### config.mk
export PLATFORM = sky130hd
export DESIGN_NAME = spi_rdmem_slave
export DESIGN_NICKNAME = d
export VERILOG_FILES = /design/src/rtl/spi_rd_pkg.sv /design/src/rtl/spi_rd_sync.sv /design/src/rtl/spi_rd_guard.sv /design/src/rtl/spi_rd_addrgen.sv /design/src/rtl/spi_rdmem_slave.sv
export SDC_FILE = /design/constraint.sdc
export NUM_CORES = 1
export LEC_CHECK = 0
export ABC_AREA = 0
export BUFFER_PORTS_ARGS = -buffer_cell sky130_fd_sc_hd__buf_4
export CELL_PAD_IN_SITES_DETAIL_PLACEMENT = 0
export CELL_PAD_IN_SITES_GLOBAL_PLACEMENT = 1
export CORE_MARGIN = 2
export CORE_UTILIZATION = 25
export CTS_BUF_LIST = sky130_fd_sc_hd__clkbuf_8
export DETAILED_ROUTE_END_ITERATION = 10
export GPL_ROUTABILITY_DRIVEN = 1
export PLACE_DENSITY_LB_ADDON = 0.3
export SYNTH_ARGS = -nofsm -noshare
export SYNTH_HDL_FRONTEND = slang
export SYNTH_HIERARCHICAL = 1
export SYNTH_SLANG_ARGS = --single-unit
### constraint.sdc
create_clock -name clk -period 2.5 [get_ports clk]
set_clock_uncertainty 0.1 [all_clocks]
set_input_delay 0.25 -clock clk [delete_from_list [all_inputs] [get_ports clk]]
set_output_delay 0.25 -clock clk [all_outputs]
set_load 0.02 [all_outputs]
### src/rtl/spi_rd_pkg.sv
package spi_rd_pkg;

   typedef enum logic [2:0] {
      PH_IDLE,
      PH_OPC,
      PH_ADDR,
      PH_DATA,
      PH_SKIP
   } phase_e;

   localparam int OPC_W  = 8;
   localparam int BYTE_W = 8;

endpackage

### src/rtl/spi_rd_sync.sv
module spi_rd_sync #(
   parameter int            W       = 3,
   parameter int            STAGES  = 2,
   parameter logic [W-1:0]  RST_VAL = '0
) (
   input  logic          clk,
   input  logic          rst_n,
   input  logic [W-1:0]  d,
   output logic [W-1:0]  q
);

   logic [STAGES-1:0][W-1:0] chain;

   initial begin
      assert (STAGES >= 2) else $error("spi_rd_sync: STAGES must be at least 2");
   end

   always_ff @(posedge clk or negedge rst_n) begin
      if (!rst_n) begin
         chain <= {STAGES{RST_VAL}};
      end else begin
         chain <= {chain[STAGES-2:0], d};
      end
   end

   assign q = chain[STAGES-1];

endmodule

### src/rtl/spi_rd_guard.sv
module spi_rd_guard #(
   parameter int            AW        = 16,
   parameter logic [AW-1:0] TOP       = 16'h00FF,
   parameter bit            PROT_EN   = 1'b1,
   parameter logic [AW-1:0] PROT_BASE = 16'h00C0,
   parameter logic [AW-1:0] PROT_LAST = 16'h00CF
) (
   input  logic [AW-1:0] addr,
   input  logic          past_top,
   output logic          bad
);

   logic beyond;
   logic in_prot;

   assign beyond = addr > TOP;

   generate
      if (PROT_EN) begin : g_prot
         assign in_prot = (addr >= PROT_BASE) && (addr <= PROT_LAST);
      end else begin : g_noprot
         assign in_prot = 1'b0;
      end
   endgenerate

   assign bad = beyond | in_prot | past_top;

endmodule

### src/rtl/spi_rd_addrgen.sv
module spi_rd_addrgen #(
   parameter int            AW  = 16,
   parameter logic [AW-1:0] TOP = 16'h00FF
) (
   input  logic          clk,
   input  logic          rst_n,
   input  logic          ld,
   input  logic [AW-1:0] ld_val,
   input  logic          adv,
   output logic [AW-1:0] cur,
   output logic          past_top
);

   always_ff @(posedge clk or negedge rst_n) begin
      if (!rst_n) begin
         cur      <= '0;
         past_top <= 1'b0;
      end else if (ld) begin
         cur      <= ld_val;
         past_top <= 1'b0;
      end else if (adv) begin
         if (cur == TOP) begin
            past_top <= 1'b1;
         end else if (cur < TOP) begin
            cur <= cur + 1'b1;
         end
      end
   end

   // each fetched byte below the top steps the address by one
   p_step_by_one_r5: assert property (@(posedge clk) disable iff (!rst_n)
      (adv && !ld && cur < TOP) |=> cur == $past(cur) + 1'b1);

   // at the top the address holds and the overrun flag rises
   p_no_wrap_r6: assert property (@(posedge clk) disable iff (!rst_n)
      (adv && !ld && cur == TOP) |=> (cur == TOP && past_top));

   // a start above the top never moves
   p_beyond_hold_r7: assert property (@(posedge clk) disable iff (!rst_n)
      (adv && !ld && cur > TOP) |=> $stable(cur));

endmodule

### src/rtl/spi_rdmem_slave.sv
module spi_rdmem_slave
   import spi_rd_pkg::*;
#(
   parameter int          AW          = 16,
   parameter int          MEM_DEPTH   = 256,
   parameter int          SYNC_STAGES = 2,
   parameter bit          PROT_EN     = 1'b1,
   parameter int          PROT_BASE   = 192,
   parameter int          PROT_LAST   = 207,
   parameter bit          WEN_INIT    = 1'b1,
   parameter logic [7:0]  OP_READ     = 8'h03,
   parameter logic [7:0]  OP_WRDI     = 8'h04,
   localparam int         MAW         = $clog2(MEM_DEPTH)
) (
   input  logic           clk,
   input  logic           rst_n,
   input  logic           sck,
   input  logic           cs_n,
   input  logic           si,
   output logic           so,
   output logic           so_oe,
   output logic [MAW-1:0] mem_addr,
   input  logic [7:0]     mem_rdata,
   output logic           stat_wen,
   output logic           stat_err
);

   localparam int            CNT_W  = $clog2(AW);
   localparam int            BCW    = $clog2(BYTE_W);
   localparam logic [AW-1:0] TOP_A  = AW'(MEM_DEPTH - 1);
   localparam logic [AW-1:0] PB_A   = AW'(PROT_BASE);
   localparam logic [AW-1:0] PL_A   = AW'(PROT_LAST);

   initial begin
      assert (AW > OPC_W) else $error("spi_rdmem_slave: AW too small");
      assert (MEM_DEPTH >= 2 && MEM_DEPTH <= 2 ** AW) else $error("spi_rdmem_slave: bad MEM_DEPTH");
      assert (PROT_LAST >= PROT_BASE) else $error("spi_rdmem_slave: empty protected window");
      assert (OP_READ != OP_WRDI) else $error("spi_rdmem_slave: opcodes collide");
   end

   // ---------------- pin synchronization and edge detection ----------------
   logic sck_s, cs_s, si_s, sck_q;
   logic sck_rise, sck_fall;

   spi_rd_sync #(
      .W       (3),
      .STAGES  (SYNC_STAGES),
      .RST_VAL (3'b010)
   ) u_sync (
      .clk   (clk),
      .rst_n (rst_n),
      .d     ({sck, cs_n, si}),
      .q     ({sck_s, cs_s, si_s})
   );

   always_ff @(posedge clk or negedge rst_n) begin
      if (!rst_n) sck_q <= 1'b0;
      else        sck_q <= sck_s;
   end

   assign sck_rise = sck_s & ~sck_q;
   assign sck_fall = ~sck_s & sck_q;

   // ---------------- state ----------------
   phase_e            phase;
   logic [CNT_W-1:0]  cnt_in;
   logic [AW-2:0]     in_sr;
   logic [BCW-1:0]    out_cnt;
   logic [7:0]        out_sr;
   logic              oe_r;
   logic              cur_bad;
   logic              err_acc;
   logic              cmd_seen;
   logic              wen_r;
   logic              err_r;

   logic [OPC_W-1:0]  opc_next;
   logic [AW-1:0]     addr_next;
   logic              opc_done, addr_done, load_byte;
   logic [AW-1:0]     cur_addr;
   logic              past_top, bad;

   assign opc_next  = {in_sr[OPC_W-2:0], si_s};
   assign addr_next = {in_sr, si_s};
   assign opc_done  = (phase == PH_OPC)  && sck_rise && (cnt_in == CNT_W'(OPC_W - 1));
   assign addr_done = (phase == PH_ADDR) && sck_rise && (cnt_in == CNT_W'(AW - 1));
   assign load_byte = (phase == PH_DATA) && sck_fall && (out_cnt == '0);

   // ---------------- address counter and range guard ----------------
   spi_rd_addrgen #(
      .AW  (AW),
      .TOP (TOP_A)
   ) u_addr (
      .clk      (clk),
      .rst_n    (rst_n),
      .ld       (addr_done),
      .ld_val   (addr_next),
      .adv      (load_byte),
      .cur      (cur_addr),
      .past_top (past_top)
   );

   spi_rd_guard #(
      .AW        (AW),
      .TOP       (TOP_A),
      .PROT_EN   (PROT_EN),
      .PROT_BASE (PB_A),
      .PROT_LAST (PL_A)
   ) u_guard (
      .addr     (cur_addr),
      .past_top (past_top),
      .bad      (bad)
   );

   assign mem_addr = cur_addr[MAW-1:0];

   // ---------------- transaction sequencer ----------------
   always_ff @(posedge clk or negedge rst_n) begin
      if (!rst_n) begin
         phase    <= PH_IDLE;
         cnt_in   <= '0;
         in_sr    <= '0;
         out_cnt  <= '0;
         out_sr   <= '0;
         oe_r     <= 1'b0;
         cur_bad  <= 1'b0;
         err_acc  <= 1'b0;
         cmd_seen <= 1'b0;
         wen_r    <= WEN_INIT;
         err_r    <= 1'b0;
      end else if (cs_s) begin
         phase    <= PH_IDLE;
         oe_r     <= 1'b0;
         cmd_seen <= 1'b0;
         if (cmd_seen) err_r <= err_acc;
      end else begin
         unique case (phase)
            PH_IDLE: begin
               phase   <= PH_OPC;
               cnt_in  <= '0;
               err_acc <= 1'b0;
               cur_bad <= 1'b0;
            end
            PH_OPC: begin
               if (sck_rise) begin
                  in_sr  <= {in_sr[AW-3:0], si_s};
                  cnt_in <= cnt_in + 1'b1;
                  if (opc_done) begin
                     cmd_seen <= 1'b1;
                     cnt_in   <= '0;
                     if (opc_next == OP_READ) begin
                        phase <= PH_ADDR;
                     end else if (opc_next == OP_WRDI) begin
                        wen_r <= 1'b0;
                        phase <= PH_SKIP;
                     end else begin
                        err_acc <= 1'b1;
                        phase   <= PH_SKIP;
                     end
                  end
               end
            end
            PH_ADDR: begin
               if (sck_rise) begin
                  in_sr  <= {in_sr[AW-3:0], si_s};
                  cnt_in <= cnt_in + 1'b1;
                  if (addr_done) begin
                     phase   <= PH_DATA;
                     out_cnt <= '0;
                  end
               end
            end
            PH_DATA: begin
               if (sck_fall) begin
                  out_cnt <= out_cnt + 1'b1;
                  if (out_cnt == '0) begin
                     out_sr  <= bad ? 8'hFF : mem_rdata;
                     cur_bad <= bad;
                     oe_r    <= 1'b1;
                  end else begin
                     out_sr <= {out_sr[6:0], 1'b0};
                  end
               end
               if (sck_rise && cur_bad) err_acc <= 1'b1;
            end
            PH_SKIP: begin
            end
            default: phase <= PH_SKIP;
         endcase
      end
   end

   assign so       = oe_r ? out_sr[7] : 1'b0;
   assign so_oe    = oe_r;
   assign stat_wen = wen_r;
   assign stat_err = err_r;

   // the driver is released one cycle after chip select is seen high
   p_oe_off_deselect_r11: assert property (@(posedge clk) disable iff (!rst_n)
      cs_s |=> !so_oe);

   // no drive during instruction and address bits
   p_oe_off_header_r11: assert property (@(posedge clk) disable iff (!rst_n)
      (phase == PH_OPC || phase == PH_ADDR) |-> !so_oe);

   // the outgoing shift register moves only on a falling SCK edge
   p_shift_on_fall_r2: assert property (@(posedge clk) disable iff (!rst_n)
      !sck_fall |=> $stable(out_sr));

   // a guarded address always loads the filler byte
   p_guard_fill_r8: assert property (@(posedge clk) disable iff (!rst_n)
      (load_byte && bad) |=> out_sr == 8'hFF);

   // the disable instruction drops the write-enable flag
   p_wrdi_clears_r3: assert property (@(posedge clk) disable iff (!rst_n)
      (opc_done && !cs_s && opc_next == OP_WRDI) |=> !stat_wen);

   // a skipped transaction never drives SO
   p_skip_quiet_r10: assert property (@(posedge clk) disable iff (!rst_n)
      (phase == PH_SKIP) |-> !so_oe);

   // status holds for the whole time chip select is low
   p_err_hold_r9: assert property (@(posedge clk) disable iff (!rst_n)
      !cs_s |=> $stable(stat_err));

endmodule

# --- Yosys cells after proc, flatten, opt, wreduce, memory -nomap -nowiden ---
# Index checks and enable logic that the tools add are counted.
classes:
  n_reduce_logical: 38
  n_lt_le_gt_ge: 4
  n_mux: 42
  n_bitwise: 8
  n_eq_ne: 24
  n_addsub: 3
ops:
  columns: ["operator", "n"]
  rows:
  - ["two-way mux 16 bit", 4]
  - ["two-way mux 3 bit", 9]
  - ["nonzero test 2 bit", 11]
  - ["two-way mux 1 bit", 19]
  - ["adder 16 x 1 -> 16 bit, second input constant", 1]
  - ["== test 16 x 8 -> 1 bit, second input constant", 1]
  - ["greater-or-equal comparator 16 x 8 -> 1 bit, second input constant", 1]
  - ["> comparator 16 x 8 -> 1 bit, second input constant", 1]
  - ["less-or-equal comparator 16 x 8 -> 1 bit, second input constant", 1]
  - ["less-than comparator 16 x 8 -> 1 bit, second input constant", 1]
  - ["two-way mux 8 bit", 2]
  - ["!= test 2 bit, second input constant", 8]
  - ["AND reduction 3 bit", 5]
  - ["two-way mux 4 bit", 3]
  - ["!= test 3 x 2 -> 1 bit, second input constant", 4]
  - ["case mux 3 bit (4 select lines)", 1]
  - ["case mux 4 bit (3 select lines)", 1]
  - ["AND reduction 5 bit", 2]
  - ["== test 8 x 2 -> 1 bit, second input constant", 1]
  - ["== test 8 x 3 -> 1 bit, second input constant", 1]
  - ["logical AND 1 bit", 8]
  - ["AND reduction 4 bit", 2]
  - ["AND reduction 7 bit", 1]
  - ["== test 3 x 2 -> 1 bit, second input constant", 2]
  - ["18 further kinds", 29]
word_totals:
  word_cells: 135
  inputBits: 13
  ff_bits: 63
  output_inout_bits: 12

# --- Depth between registers and ports, before layout ---
depth:
  ltp_word: 8
  depth_mapped: 9
  mapped_depth_nobuf: 8

# --- By module ---
# Netlist, hierarchy kept.
by_module_without_submodules:
  columns: ["module", "n_inst", "area_per_inst_um2", "cells_per_inst", "seq_area_each_um2"]
  rows:
  - ["spi_rdmem_slave", 1, 2034.5, 181, 1002.2]
  - ["spi_rd_addrgen", 1, 847.1, 81, 425.4]
  - ["spi_rd_sync", 1, 175.2, 9, 152.6]
  - ["spi_rd_guard", 1, 38.8, 5, 0.0]

# --- Worst setup path after synthesis ---
# No wires, ideal clock.
synth_path:
  kind: "register -> register"
  start: "reg out_cnt[0]"
  end: "reg u_addr.cur[6]"
  required_time_ps: 2259
  stages_incl_launch_ff: 10
  period_less_slack_ps: 2271
  setup_time_ps: 141
  arrival_ps: 2029
  setup_slack_ps: 229
  n_path_buf: 1
  cell_sequence: "dfrtp_1 inv_1 ha_1 nor2b_1 and3_1 nor2b_1 nand4_2 buf_4 o41ai_1 a31oi_1"
synth_via:
  elab_chain_len: 4
synth_rtl:
  columns: ["item", "line", "rtl"]
  rows:
  - ["start, declared", "spi_rdmem_slave.sv:68", "logic [BCW-1:0] out_cnt;"]
  - ["start signal, assigned", "spi_rdmem_slave.sv:175", "out_cnt <= out_cnt + 1'b1;"]
  - ["zero test 3 bit", "spi_rdmem_slave.sv:87", "assign load_byte = (phase == PH_DATA) && sck_fall && (out_cnt == '0);"]
  - ["logical AND 1 bit", "spi_rdmem_slave.sv:87", null]
  - ["via load_byte", "spi_rdmem_slave.sv:79", "logic opc_done, addr_done, load_byte;"]
  - ["nonzero test 2 bit (no source line)", null, null]
  - ["AND reduction 3 bit (no source line)", null, null]
  - ["end signal, assigned", "spi_rd_addrgen.sv:19", "cur <= ld_val;"]
  - ["end signal, assigned", "spi_rd_addrgen.sv:25", "cur <= cur + 1'b1;"]
  - ["end, declared", "spi_rd_addrgen.sv:10", "output logic [AW-1:0] cur,"]
# The timed path passes the listed nets, and every way through them passes these cells.
# A chain may end at the register's enable or synchronous reset.

# --- Final worst setup path ---
layout_path:
  start: "reg out_cnt[0]"
  end: "reg u_addr.cur[5]"
# The elaborated chain is that of the path after synthesis.

==> impl_results.md <==
- Maximum clock path buffer count: 2
- GR Overflow Total: 0
- PortBufs: 24
- Fin crit period: 2.320 ns
- Pin count of the biggest net entering global routing: 64
- Final worst-path cycle share: 92.82%
- Initial DRC count: 73
- Syn. warnings: 6
- Max Cap Viol: 0
- Pwr/cell area: 637.7 nW/µm²
- Actual slew at the worst max-slew pin: 0.8054 ns
- Vias: 2,252
- Drt first pass iters: 4
- Final number of hold-violating endpoints: 0
- Hold Crit Class: primary input to register
- Syn avg cell area: 11.22 µm²
- Gp weighted congestion: 0.7867
- Status: completed
- IO Pins: 25
- Leakage: 1.688 nW
- Worst slew margin: 46.30%
- Top FF cell, synth: dfrtp_1
- Number of flops mapped to enable cells by yosys: 0
- Die X: 115.3 µm
- Cell Chain, Critical Path: inv_1, ha_1, nor2b_1, and3_1, nor2b_4, nand4_4, or4_1, a31oi_1
- DRC viols: 0
- CP Data Required Time: 2.65 ns
- Number of global-route vias before repair: 2,272
- CP max FO: 7
- # setup viols final: 0
- Fmax: 431.0 MHz
- Routed WL: 6771 µm
- Core box area: 12,060 µm²
- Post-route ant nets: 0
- Post-Syn Nets: 293
- CTS root buf: clkbuf_8
- Critical path data arrival time: 2.47 ns
- Count of different cell masters after synthesis: 63
- Total die area: 13,290 µm²
- Initial core utilization: 25.66%
- DP Wirelength: 4499 µm
- Final slew viol count: 0
- Worst-path clk slew: 0.07 ns
- First-pass GRT wire length: 11,340 µm
- RSZ-0062 raised after global routing: false
- Synth Instances: 276
- CP Launch Type: register
- CTS buffer count: 9
- Post-synthesis sequential area ratio: 51.05%
- Fillers: 1,241
- Post-layout nets: 329
- CTS sink cnt: 63
- DIE HEIGHT: 115.3 µm
- Clk Latency, worst-skew pair: 0.34 ns
- CP Capture Type: register
- Setup_tns: 0 ns
- Most common cell after layout, fill and taps aside: dfrtp_1
- Placed Area: 3460 µm²
- Multi-input gate area: 1439 µm²
- FF+latch area: 1580 µm²
- Commonest non-fill, non-tap cells in the layout: 60 x dfrtp_1, 32 x buf_4, 22 x nor2_1
- Mapped Area: 3095 µm²
- Area delta synth->final: 22.15%
- Top Family by Delay on Critical Path: simple AND/OR/NAND/NOR gates
- Total Routing Usage GR: 10.99%
- Fraction of layout cells with a size suffix above 1: 27.44%
- Initial antenna violation count: 0
- Worst VDD drop: 0.2090 mV
- Drt wl/cell: 13.96 µm
- FP Rows: 40
- # diodes: 0
- CP max stage delay: 0.53 ns
- CTS H-Tree Depth: 3
- CTS tree: built
- #FFs+latches synth: 63
- Vias per inst: 4.643
- Critical path's slowest cell: or4_1
- Post-synth ARST share: 100.0%
- CP Class: register to register
- Post-layout instance area: 3781 µm²
- CP Buf/Inv Count: 1
==> registers in the layout, summed over array words and instances (netlist names) <==
register / count
sck_q: 1
stat_wen: 1
phase: 3
in_sr: 15
err_acc: 1
u_sync/chain: 3
cmd_seen: 1
so_oe: 1
u_addr/cur: 16
out_sr: 8
out_cnt: 3
stat_err: 1
cnt_in: 4
u_addr/past_top: 1
cur_bad: 1
u_sync/q: 3
==> logic make-up after synthesis <==
logic type / synth area share (%)
AND/OR/NAND/NOR: 21.18
flip-flops: 51.05
AO/OA/AOI/OAI: 12.81
multiplexers: 9.943
buffers and inverters: 3.395
adder cells (fa/ha/maj): 1.617
==> tightest hold or removal path: stages <==
cell     delay [ns]
buf_4          0.08
o21ai_0        0.06
o21ai_1        0.11
==> routing by layer <==
metal | track usage, % | up-vias | share of wire [%]
met5 | 0 | - | 0
met4 | 5.863 | 0 | 1.8
met3 | 2.794 | 11 | 3.5
met2 | 16.59 | 43 | 46
met1 | 14.50 | 1108 | 49
li1 | - | 1090 | -
==> report_power, final <==
group	total [mW]	internal, mW	switching [mW]
clock network	1.10	0.688	0.408
logic	0.180	0.0919	0.0880
registers	1.14	1.07	0.0635
==> final timing paths <==
check	startpoint	endpoint	cells after the start	slack [ns]
min	mem_rdata[0]	out_sr[0]$_DFFE_PN0P_	3	0.1
max	out_cnt[0]$_DFFE_PN0P_	u_addr/cur[5]$_DFFE_PN0P_	8	0.18
max reg2reg	out_cnt[0]$_DFFE_PN0P_	u_addr/cur[5]$_DFFE_PN0P_	8	0.18
min in group asynchronous	rst_n	u_sync/chain[0]$_DFF_PN0_	2	0.44
min reg2reg	u_sync/chain[0]$_DFF_PN0_	u_sync/q[0]$_DFF_PN0_	0	0.25
max in group asynchronous	rst_n	cur_bad$_DFFE_PN0P_	2	1.33
==> final cells by class <==
| type | instances | share of cell area, % |
|---|---|---|
| clock buffer | 10 | 3.640 |
| clock inverter | 6 | 2.846 |
| inverter | 7 | 0.6949 |
| multi-input combinational | 195 | 38.05 |
| sequential | 63 | 41.79 |
| tap | 168 | 5.559 |
| timing repair buffer | 36 | 7.412 |
==> stage by stage <==
stage	setup WS [ns]	utilization (%)	hold WS, ns	instances	power (mW)
after floorplan	0.2295	-	-0.1456	276	1.258
after global placement	0.1126	28.68	0.2385	463	1.330
after detailed placement	0.05380	28.68	0.2356	463	1.332
after CTS	0.003060	31.05	0.08500	483	2.456
after global routing	0.01670	31.35	0.09320	485	2.529
final	0.1796	31.35	0.09821	485	2.411
==> what timing repair did <==
action	in CTS	in global routing
setup buffers	0	1
endpoints found under the hold margin	63	0
hold buffers	4	0
endpoints found under the setup margin	0	7
resized for setup	0	3
==> synth_stat cells, types with 3 or more instances <==
master | instances | area share [%]
a21oi_1 | 4 | 0.65
a31oi_1 | 9 | 1.8
buf_2 | 3 | 0.48
buf_4 | 6 | 1.5
dfrtp_1 | 60 | 49
dfstp_2 | 3 | 2.5
ha_1 | 4 | 1.6
inv_1 | 6 | 0.73
mux2_1 | 5 | 1.8
mux2_2 | 9 | 3.3
mux2_4 | 10 | 4.9
nand2_1 | 18 | 2.2
nand2b_1 | 4 | 0.81
nand3_1 | 5 | 0.81
nand3b_1 | 3 | 0.73
nand4_1 | 3 | 0.61
nor2_1 | 22 | 2.7
nor2b_1 | 3 | 0.61
nor3_1 | 5 | 0.81
nor4b_1 | 4 | 1.1
o21ai_0 | 13 | 2.1
o21ai_1 | 13 | 2.1
o31ai_1 | 4 | 0.97
or3_1 | 10 | 2.0
or4_1 | 5 | 1.2
Note: power is estimated with default switching activity, not from simulation.
